==> src/rtl/sb_retry_ctrl.sv <==
module sb_retry_ctrl #(
  parameter int LEN_W           = 5,
  parameter int MS_W            = 8,
  parameter int TIME_W          = 12,
  parameter int MAX_ATTEMPTS    = 7,
  parameter int SHORT_ACK_LIMIT = 7,
  parameter int INVALID_LIMIT   = 2,
  parameter int TIMEOUT_LIMIT   = 3,
  parameter int DEFER_LIMIT     = 7,
  parameter int BR_DEFER_LIMIT  = 7,
  parameter int DEFER_MS_FLOOR  = 50,
  parameter int CLKS_PER_MS     = 50000
) (
  input  logic             clk,
  input  logic             rst_n,
  input  logic             req_valid,
  input  logic             req_read,
  input  logic [LEN_W-1:0] req_len,
  input  logic [MS_W-1:0]  defer_ms,
  input  logic [MS_W-1:0]  poll_ms,
  output logic             busy,
  output logic             eng_start,
  input  logic             eng_done,
  input  logic [2:0]       eng_result,
  input  logic [3:0]       eng_reply,
  input  logic [LEN_W-1:0] eng_bytes,
  output logic             xfer_done,
  output logic             xfer_ok,
  output logic [3:0]       last_reply
);

  localparam int M1 = (MAX_ATTEMPTS > SHORT_ACK_LIMIT) ? MAX_ATTEMPTS : SHORT_ACK_LIMIT;
  localparam int M2 = (M1 > INVALID_LIMIT) ? M1 : INVALID_LIMIT;
  localparam int M3 = (M2 > TIMEOUT_LIMIT) ? M2 : TIMEOUT_LIMIT;
  localparam int M4 = (M3 > DEFER_LIMIT) ? M3 : DEFER_LIMIT;
  localparam int LIM_MAX = (M4 > BR_DEFER_LIMIT) ? M4 : BR_DEFER_LIMIT;
  localparam int CW = $clog2(LIM_MAX + 2);
  localparam int PRE_W = (CLKS_PER_MS > 1) ? $clog2(CLKS_PER_MS) : 1;

  localparam logic [CW-1:0] ATT_LIM = CW'(MAX_ATTEMPTS);
  localparam logic [CW-1:0] ACK_LIM = CW'(SHORT_ACK_LIMIT);
  localparam logic [CW-1:0] INV_LIM = CW'(INVALID_LIMIT);
  localparam logic [CW-1:0] TO_LIM  = CW'(TIMEOUT_LIMIT);
  localparam logic [CW-1:0] DF_LIM  = CW'(DEFER_LIMIT);
  localparam logic [CW-1:0] BD_LIM  = CW'(BR_DEFER_LIMIT);
  localparam logic [TIME_W-1:0] FLOOR_T = TIME_W'(DEFER_MS_FLOOR);
  localparam logic [PRE_W-1:0]  PRE_LAST = PRE_W'(CLKS_PER_MS - 1);

  localparam logic [2:0] RES_OK      = 3'd0;
  localparam logic [2:0] RES_INVALID = 3'd1;
  localparam logic [2:0] RES_TIMEOUT = 3'd2;

  localparam logic [3:0] RPL_ACK      = 4'h0;
  localparam logic [3:0] RPL_DEFER    = 4'h2;
  localparam logic [3:0] RPL_BR_DEFER = 4'h8;

  typedef enum logic [1:0] {S_IDLE, S_ISSUE, S_WAIT, S_PAUSE} state_t;
  typedef enum logic [1:0] {ACT_OK, ACT_FAIL, ACT_RETRY, ACT_PAUSE} act_t;

  state_t state_q;
  act_t   act;

  logic             rd_q;
  logic [LEN_W-1:0] len_q;
  logic [MS_W-1:0]  dms_q, pms_q;
  logic [CW-1:0]    att_q, ack_q, inv_q, to_q, dfr_q, bdf_q;
  logic [CW-1:0]    att_n, ack_n, inv_n, to_n, dfr_n, bdf_n;
  logic             flag_q, flag_n, rep_upd;
  logic [TIME_W-1:0] time_q, time_n;
  logic [PRE_W-1:0] pre_q;
  logic [MS_W-1:0]  ms_q;

  function automatic logic [TIME_W-1:0] sat_add(input logic [TIME_W-1:0] a,
                                                 input logic [MS_W-1:0] b);
    logic [TIME_W:0] s;
    s = {1'b0, a} + (TIME_W+1)'(b);
    return s[TIME_W] ? '1 : s[TIME_W-1:0];
  endfunction

  assign busy      = (state_q != S_IDLE);
  assign eng_start = (state_q == S_ISSUE);

  always_comb begin
    att_n   = att_q + CW'(1);
    ack_n   = ack_q;
    inv_n   = inv_q;
    to_n    = to_q;
    dfr_n   = dfr_q;
    bdf_n   = bdf_q;
    flag_n  = flag_q;
    time_n  = time_q;
    rep_upd = 1'b0;
    act     = ACT_FAIL;
    case (eng_result)
      RES_OK: begin
        to_n    = '0;
        inv_n   = '0;
        rep_upd = 1'b1;
        case (eng_reply)
          RPL_ACK: begin
            if (rd_q && (eng_bytes != len_q)) begin
              ack_n = ack_q + CW'(1);
              act   = (ack_n >= ACK_LIM) ? ACT_FAIL : ACT_RETRY;
            end else begin
              act = ACT_OK;
            end
          end
          RPL_DEFER: begin
            dfr_n  = dfr_q + CW'(1);
            time_n = sat_add(time_q, pms_q);
            if ((dfr_n >= DF_LIM) && (time_n >= FLOOR_T)) begin
              act = ACT_FAIL;
            end else begin
              act    = ACT_PAUSE;
              time_n = sat_add(time_n, dms_q);
            end
          end
          RPL_BR_DEFER: begin
            dfr_n  = '0;
            flag_n = 1'b1;
            bdf_n  = bdf_q + CW'(1);
            if (bdf_n >= BD_LIM) begin
              act = ACT_FAIL;
            end else begin
              act    = ACT_PAUSE;
              time_n = sat_add(time_q, dms_q);
            end
          end
          default: act = ACT_FAIL;
        endcase
      end
      RES_INVALID: begin
        inv_n = inv_q + CW'(1);
        act   = (inv_n >= INV_LIM) ? ACT_FAIL : ACT_RETRY;
      end
      RES_TIMEOUT: begin
        if (flag_q) begin
          dfr_n = dfr_q + CW'(1);
          if (dfr_n >= DF_LIM) begin
            act = ACT_FAIL;
          end else begin
            act    = ACT_PAUSE;
            time_n = sat_add(time_q, dms_q);
          end
        end else begin
          to_n = to_q + CW'(1);
          act  = (to_n >= TO_LIM) ? ACT_FAIL : ACT_RETRY;
        end
      end
      default: act = ACT_FAIL;
    endcase
    if (((act == ACT_RETRY) || (act == ACT_PAUSE)) && (att_n >= ATT_LIM))
      act = ACT_FAIL;
    if ((act == ACT_PAUSE) && (dms_q == '0))
      act = ACT_RETRY;
  end

  always_ff @(posedge clk or negedge rst_n) begin
    if (!rst_n) begin
      state_q    <= S_IDLE;
      rd_q       <= 1'b0;
      len_q      <= '0;
      dms_q      <= '0;
      pms_q      <= '0;
      att_q      <= '0;
      ack_q      <= '0;
      inv_q      <= '0;
      to_q       <= '0;
      dfr_q      <= '0;
      bdf_q      <= '0;
      flag_q     <= 1'b0;
      time_q     <= '0;
      pre_q      <= '0;
      ms_q       <= '0;
      xfer_done  <= 1'b0;
      xfer_ok    <= 1'b0;
      last_reply <= '0;
    end else begin
      xfer_done <= 1'b0;
      case (state_q)
        S_IDLE: begin
          if (req_valid) begin
            rd_q       <= req_read;
            len_q      <= req_len;
            dms_q      <= defer_ms;
            pms_q      <= poll_ms;
            att_q      <= '0;
            ack_q      <= '0;
            inv_q      <= '0;
            to_q       <= '0;
            dfr_q      <= '0;
            bdf_q      <= '0;
            flag_q     <= 1'b0;
            time_q     <= '0;
            xfer_ok    <= 1'b0;
            last_reply <= '0;
            state_q    <= S_ISSUE;
          end
        end
        S_ISSUE: state_q <= S_WAIT;
        S_WAIT: begin
          if (eng_done) begin
            att_q  <= att_n;
            ack_q  <= ack_n;
            inv_q  <= inv_n;
            to_q   <= to_n;
            dfr_q  <= dfr_n;
            bdf_q  <= bdf_n;
            flag_q <= flag_n;
            time_q <= time_n;
            if (rep_upd) last_reply <= eng_reply;
            case (act)
              ACT_OK: begin
                xfer_done <= 1'b1;
                xfer_ok   <= 1'b1;
                state_q   <= S_IDLE;
              end
              ACT_FAIL: begin
                xfer_done <= 1'b1;
                xfer_ok   <= 1'b0;
                state_q   <= S_IDLE;
              end
              ACT_RETRY: state_q <= S_ISSUE;
              default: begin
                pre_q   <= '0;
                ms_q    <= '0;
                state_q <= S_PAUSE;
              end
            endcase
          end
        end
        default: begin
          if (pre_q == PRE_LAST) begin
            pre_q <= '0;
            if (ms_q == dms_q - MS_W'(1)) state_q <= S_ISSUE;
            else ms_q <= ms_q + MS_W'(1);
          end else begin
            pre_q <= pre_q + PRE_W'(1);
          end
        end
      endcase
    end
  end

endmodule

==> config.mk <==
export PLATFORM = sky130hd
export DESIGN_NAME = sb_retry_ctrl
export DESIGN_NICKNAME = d
export VERILOG_FILES = /design/src/rtl/sb_retry_ctrl.sv
export SDC_FILE = /design/constraint.sdc
export NUM_CORES = 1
export LEC_CHECK = 0
export BUFFER_PORTS_ARGS = -buffer_cell sky130_fd_sc_hd__buf_2
export CAP_MARGIN = 20
export CORE_ASPECT_RATIO = 2
export CORE_UTILIZATION = 56
export DETAILED_ROUTE_END_ITERATION = 6
export PLACE_DENSITY_LB_ADDON = 0.1
export SLEW_MARGIN = 20
export SYNTH_ARGS = -nofsm -noshare
export SYNTH_HDL_FRONTEND = slang
export SYNTH_SLANG_ARGS = --single-unit
==> constraint.sdc <==
create_clock -name clk -period 3.7 [get_ports clk]
set_input_delay 0.37 -clock clk [delete_from_list [all_inputs] [get_ports clk]]
set_output_delay 0.37 -clock clk [all_outputs]
set_load 0.005 [all_outputs]
After elaboration in Yosys (flattened, before gate mapping)

Cells that the tools add are included.

Bits in registers: 91
Input port bits: 38
Output and inout bits: 8
Logic and storage cells: 178

Add/subtract/negate cells: 12
Order comparisons: 7
Equality and inequality tests: 31
Multiplexer cells: 78
Bitwise logic cells: 1
Reductions and logical operators: 31

Operators by type and width:

| cell                                                                                  | number |
|---|---|
| 12-bit two-way mux                                                                    | 9 |
| 4-bit one-hot mux with 2 select lines                                                 | 11 |
| 12-bit one-hot mux with 2 select lines                                                | 3 |
| 4-bit two-way mux                                                                     | 16 |
| 16-bit two-way mux                                                                    | 3 |
| 12-bit by 8-bit adder with 13-bit output                                              | 3 |
| 8-bit two-way mux                                                                     | 4 |
| 16-bit one-hot mux with 2 select lines                                                | 1 |
| 2-bit two-way mux                                                                     | 14 |
| 4-bit by 1-bit adder with 4-bit output (second input constant)                        | 6 |
| 2-bit one-hot mux with 3 select lines                                                 | 3 |
| 16-bit by 1-bit adder with 16-bit output (second input constant)                      | 1 |
| 16-bit == test (second input constant)                                                | 1 |
| 4-bit by 3-bit greater-or-equal comparator with 1-bit output (second input constant)  | 4 |
| 8-bit one-hot mux with 2 select lines                                                 | 1 |
| 4-bit AND reduction                                                                   | 4 |
| 5-bit AND reduction                                                                   | 3 |
| 12-bit by 6-bit greater-or-equal comparator with 1-bit output (second input constant) | 1 |
| 6-bit AND reduction                                                                   | 2 |
| 2-bit == test (second input constant)                                                 | 5 |
| 2-bit != test (second input constant)                                                 | 5 |
| 1-bit two-way mux                                                                     | 9 |
| 3-bit by 1-bit != test with 1-bit output (second input constant)                      | 3 |
| 3-bit != test (second input constant)                                                 | 3 |
| 29 further kinds                                                                      | 45 |

Longest topological paths before layout

Word-level depth: 19
Gate-level depth with buffers: 16
Gate-level depth less buffers: 16

Least setup slack after synthesis

No wires, ideal clock.

Path type: register to register
Start: register time_q[0]
End: register time_q[11]
Library setup time: 136 ps
Arrival time: 3495 ps
Data required time: 3564 ps
Slack: 69 ps
Cell stages (with the launch flop): 17
Path buffers: 0
Clock period less this slack: 3631 ps
Path through: dfrtp_1 ha_1 fa_1 a211oi_4 nor3_2 o21ai_2 nand2b_1 ha_1 fa_1 and2_1 o21ai_0 a21o_1 a21o_1 nor4_2 a31oi_4 o311a_1 a211oi_2

Longest elaborated chain between the ends: 9
Elaborated cells between the ends (all ways): 16
Those cells by class: add/sub: 3; order compare: 1; mux: 11; reduce/logical: 1

Ends and longest elaborated chain:

| element                                                                                                                   | RTL line | RTL |
|---|---|---|
| start, declared                                                                                                           | 69       | `logic [TIME_W-1:0] time_q, time_n;` |
| start signal, assigned                                                                                                    | 210      | `time_q <= time_n;` |
| 12-bit by 8-bit adder with 13-bit output                                                                                  | 76       | `s = {1'b0, a} + (TIME_W+1)'(b);` |
| 12-bit two-way mux                                                                                                        | 77       | `return s[TIME_W] ? '1 : s[TIME_W-1:0];` |
| 12-bit by 8-bit adder with 13-bit output or 12-bit by 6-bit greater-or-equal comparator with 1-bit output (tied branches) | 76, 111  |  |
| 12-bit two-way mux or 1-bit logical AND (tied branches)                                                                   | 77, 111  |  |
| 12-bit two-way mux                                                                                                        | 111      | `if ((dfr_n >= DF_LIM) && (time_n >= FLOOR_T)) begin` |
| 12-bit one-hot mux with 2 select lines                                                                                    | 99       | `case (eng_reply)` |
| 12-bit one-hot mux with 2 select lines (*)                                                                                | 94       | `case (eng_result)` |
| 12-bit two-way mux (*)                                                                                                    | 202      | `if (eng_done) begin` |
| 12-bit one-hot mux with 2 select lines (*)                                                                                | 180      | `case (state_q)` |

Mark *: on every way between the ends. The rest lies on a longest branch, timed or not. The select of a mux whose other input is x is not followed.
A chain may end at the register's enable or synchronous reset.

Worst setup path in the final report

Same ends and word-level chain as after synthesis.

==> impl_metrics.toml <==
[run_status]
status = "complete, but fails checks"
violations = "negative setup slack"

[critical_path]
worstPathRequired_ns = 3.92
worst-r2r-cell-count = 17
path_class = "register to register"
critical_path_arrival_ns = 3.95
crit_path_max_fanout = 5
r2r_start = "time_q[0]"
critPathLaunchType = "register"
ff2ff_setup_slack_ns = -0.03
r2r_end = "time_q[11]"
endpoint_kind = "register"

[global_routing]
grt_pass1_vias = 7211
grt_pass1_wl_um = 34300
grt_antenna_before_repair = 1
grt_max_degree = 81
gr-total-overflow = 0
grt_usage_pct = 33.6

[synthesis]
async_reset_ff_share_pct = 100
ys_types = 97
synth_flop_cell = "dfrtp_1"
synth_cells = 831
ys_warn_count = 0
synth-adder-area-share_pct = 8.22
yosys_register_bits = 91
synth_edf_count = 0
syn-cell-area_sq_um = 7270
synth.net_count = 915
synth_compound_area_share_pct = 25.1
synth_top_family_by_area = "compound AO/OA/AOI/OAI gates"
synth_xor_area_share_pct = 3.85
muxShareOfSynthArea_pct = 5.61
avgSynthCellArea_sq_um = 8.75
yosys.area_share.simple_pct = 22.4
seq_area_frac_synth_pct = 31.3

[cts]
clock_sinks = 91
ctsHoldBuffers = 0
clock-root-buffer = "clkbuf_16"
htreeDepth = 3
cts_tree = "done"
max-clock-path-buffers = 2
clk_pin_slew_ns = 0.07
cts_made_buffers = 9
clock_latency_ns = 0.35

[sta]
slew_viol_final = 0
setup_tns_ns = -0.102
fin_skew_ns = 0.00895
hold_viol_final = 0
slew-limit-headroom_pct = 47.6
period_needed_ns = 3.73
setup_viol = 6
rsz0062_at_grt = "true"
tightestPinTransition_ns = 0.786
fin_crit_sh_pct = 101
max_freq_mhz = 268
hold_ws_ns = 0.0357
worst_slack_ns = -0.0345

[floorplan]
die_x_um = 82.6
coreArea_sq_um = 12600
fp-row-count = 58
dieHeight_um = 163
start_util_pct = 57.6
die_area_sq_um = 13500
ios = 46

[power_and_ir_drop]
p_per_area_nw_per_um2 = 972
power_uw = 8300
vdd_drop_max_mv = 0.687
p_leak_uw = 0.00364

[run]
drv_cap = 0

[min_path]
hold_class = "primary input to asynchronous set/reset pin"

[routing]
vias_per_cell = 6.53
dr.pass1.iters = 5
wl_per_cell_um = 20.0
drc = 0
drt_iter0_markers = 322
ant_nets = 0
vias = 7018
routed_wl_um = 21400

[placement]
place.gp.congestion = 0.986
portBuffers = 45
placed_cells = 1038
preCtsSetupSlack_ns = -0.237
dp_hpwl_um = 15700

[cells_and_area]
drive_gt1_share_pct = 23.9
multi_input_area_sq_um = 4960
regArea_sq_um = 2280
fillers = 1025
final-instance-count-excl-fill = 1074
area_growth_pct = 17.5
nets = 1002
what timing repair did:
action	4_1_cts	5_1_grt
gates cloned	0	0
pin swaps	16	16
setup buffers	6	13
setup endpoints to repair	10	12
gates resized for setup	23	17
stage by stage:
step                utilization, %  area (sq um)
detailed placement            62.2          7860
finish                        67.7          8550
CTS                           66.1          8340
global route                  67.7          8550
global placement              62.2          7860
floorplan                        -          7270
synthesized netlist by cell type, types with 8 or more instances:
cell	number	area, sq um
a31oi_1	15	93.8
xnor2_1	12	105
mux2i_1	10	100
ha_1	43	538
a211oi_1	9	67.6
nand2_1	85	319
dfrtp_1	91	2280
nand3_1	40	200
clkbuf_1	17	63.8
nor2_1	53	199
nand2b_1	10	62.6
o21ai_0	63	315
xor2_1	20	175
mux2_2	24	270
a21oi_1	48	240
nor4b_1	8	70.1
a21o_1	15	113
or3_1	13	81.3
o31ai_1	11	82.6
nor3_1	25	125
inv_1	37	139
nand4_1	12	75.1
cell families (layout without fill, tap and decap cells):
family / after synthesis / after routing
AND/OR/NAND/NOR: 307 / 307
AO/OA/AOI/OAI: 257 / 257
flip-flops: 91 / 91
buffers and inverters: 62 / 154
adder cells (fa/ha/maj): 46 / 46
multiplexers: 36 / 36
XOR/XNOR: 32 / 32
other: 0 / 1
how the worst max path moves through the flow:
stage,from,slack [ns],cells past startpoint,endpoint
floorplan,time_q[0],0.07,16,time_q[11]
global placement,pms_q[0],-0.10,16,time_q[1]
detailed placement,pms_q[0],-0.24,16,time_q[1]
CTS,time_q[0],0.009,17,time_q[11]
global route,pms_q[0],-0.13,17,time_q[5]
finish,time_q[0],-0.03,17,time_q[11]
layout make-up:
| type | count | share of cell area, % |
|---|---|---|
| clock buffers | 12 | 3.00 |
| multi-input cells | 678 | 58.0 |
| diodes | 1 | 0.0293 |
| repair buffers | 101 | 7.67 |
| inverters | 37 | 1.62 |
| clock inverters | 4 | 0.849 |
| flip-flops and latches | 91 | 26.6 |
| well taps | 150 | 2.20 |
critical path, cell delays in order, from the launching register on:
cell      delay, ns
dfrtp_1        0.41
ha_2           0.20
fa_2           0.38
a211oi_4       0.26
nor3_2         0.09
o21ai_2        0.19
nand2b_1       0.16
ha_4           0.21
fa_2           0.36
and2_4         0.16
o21ai_4        0.14
a21o_1         0.15
a21o_1         0.18
nor4_4         0.07
buf_4          0.17
a31oi_4        0.20
o311a_1        0.24
a211oi_2       0.04
routing by layer:
metal  track usage [%]  part of all wire, %  wire (um)  vias to the layer above
met1              33.5                   36       7610                     3376
met5                 0                    0          0                        -
met3              5.92                  3.9        833                      115
li1                  -                    -          -                     3288
met4              27.4                  7.7       1660                        0
met2              58.3                   53      11300                      239
power by group:
group	internal, uW	switching, uW
clock	629	412
combinational	2430	3020
sequential	1350	468
total	4400	3900
placed cells by master (no fill, tap or decap), types with 4 or more instances in the layout:
| master | instances |
|---|---|
| nor2_1 | 52 |
| nand3_1 | 39 |
| a211oi_1 | 9 |
| a21o_1 | 15 |
| inv_1 | 36 |
| o31ai_1 | 11 |
| o21ai_1 | 7 |
| buf_4 | 55 |
| a31oi_1 | 13 |
| clkbuf_16 | 9 |
| mux2i_1 | 10 |
| xnor2_1 | 12 |
| nor4_1 | 7 |
| o22ai_1 | 5 |
| nor4b_1 | 7 |
| xor2_1 | 20 |
| a21oi_1 | 45 |
| nand2b_1 | 9 |
| and2_1 | 5 |
| dfrtp_1 | 91 |
| nand4_1 | 12 |
| o21bai_1 | 4 |
| nor3_1 | 25 |
| o21a_1 | 6 |
| or2_2 | 6 |
| a21oi_2 | 5 |
| a22o_1 | 4 |
| a22oi_1 | 6 |
| o21ai_0 | 60 |
| mux2_2 | 24 |
| nor2b_1 | 7 |
| buf_2 | 44 |
| ha_1 | 34 |
| o221ai_1 | 5 |
| ha_4 | 6 |
| nand2_1 | 84 |
| and3_1 | 5 |
| or3_1 | 12 |
flip-flops by register name (all words and copies together) (netlist names):
signal / flops
ack_q: 4
att_q: 4
bdf_q: 4
dfr_q: 4
dms_q: 8
flag_q: 1
inv_q: 4
last_reply: 4
len_q: 5
ms_q: 8
pms_q: 8
pre_q: 16
rd_q: 1
state_q: 2
time_q: 12
to_q: 4
xfer_done: 1
xfer_ok: 1
(Power assumes the default switching activity.)
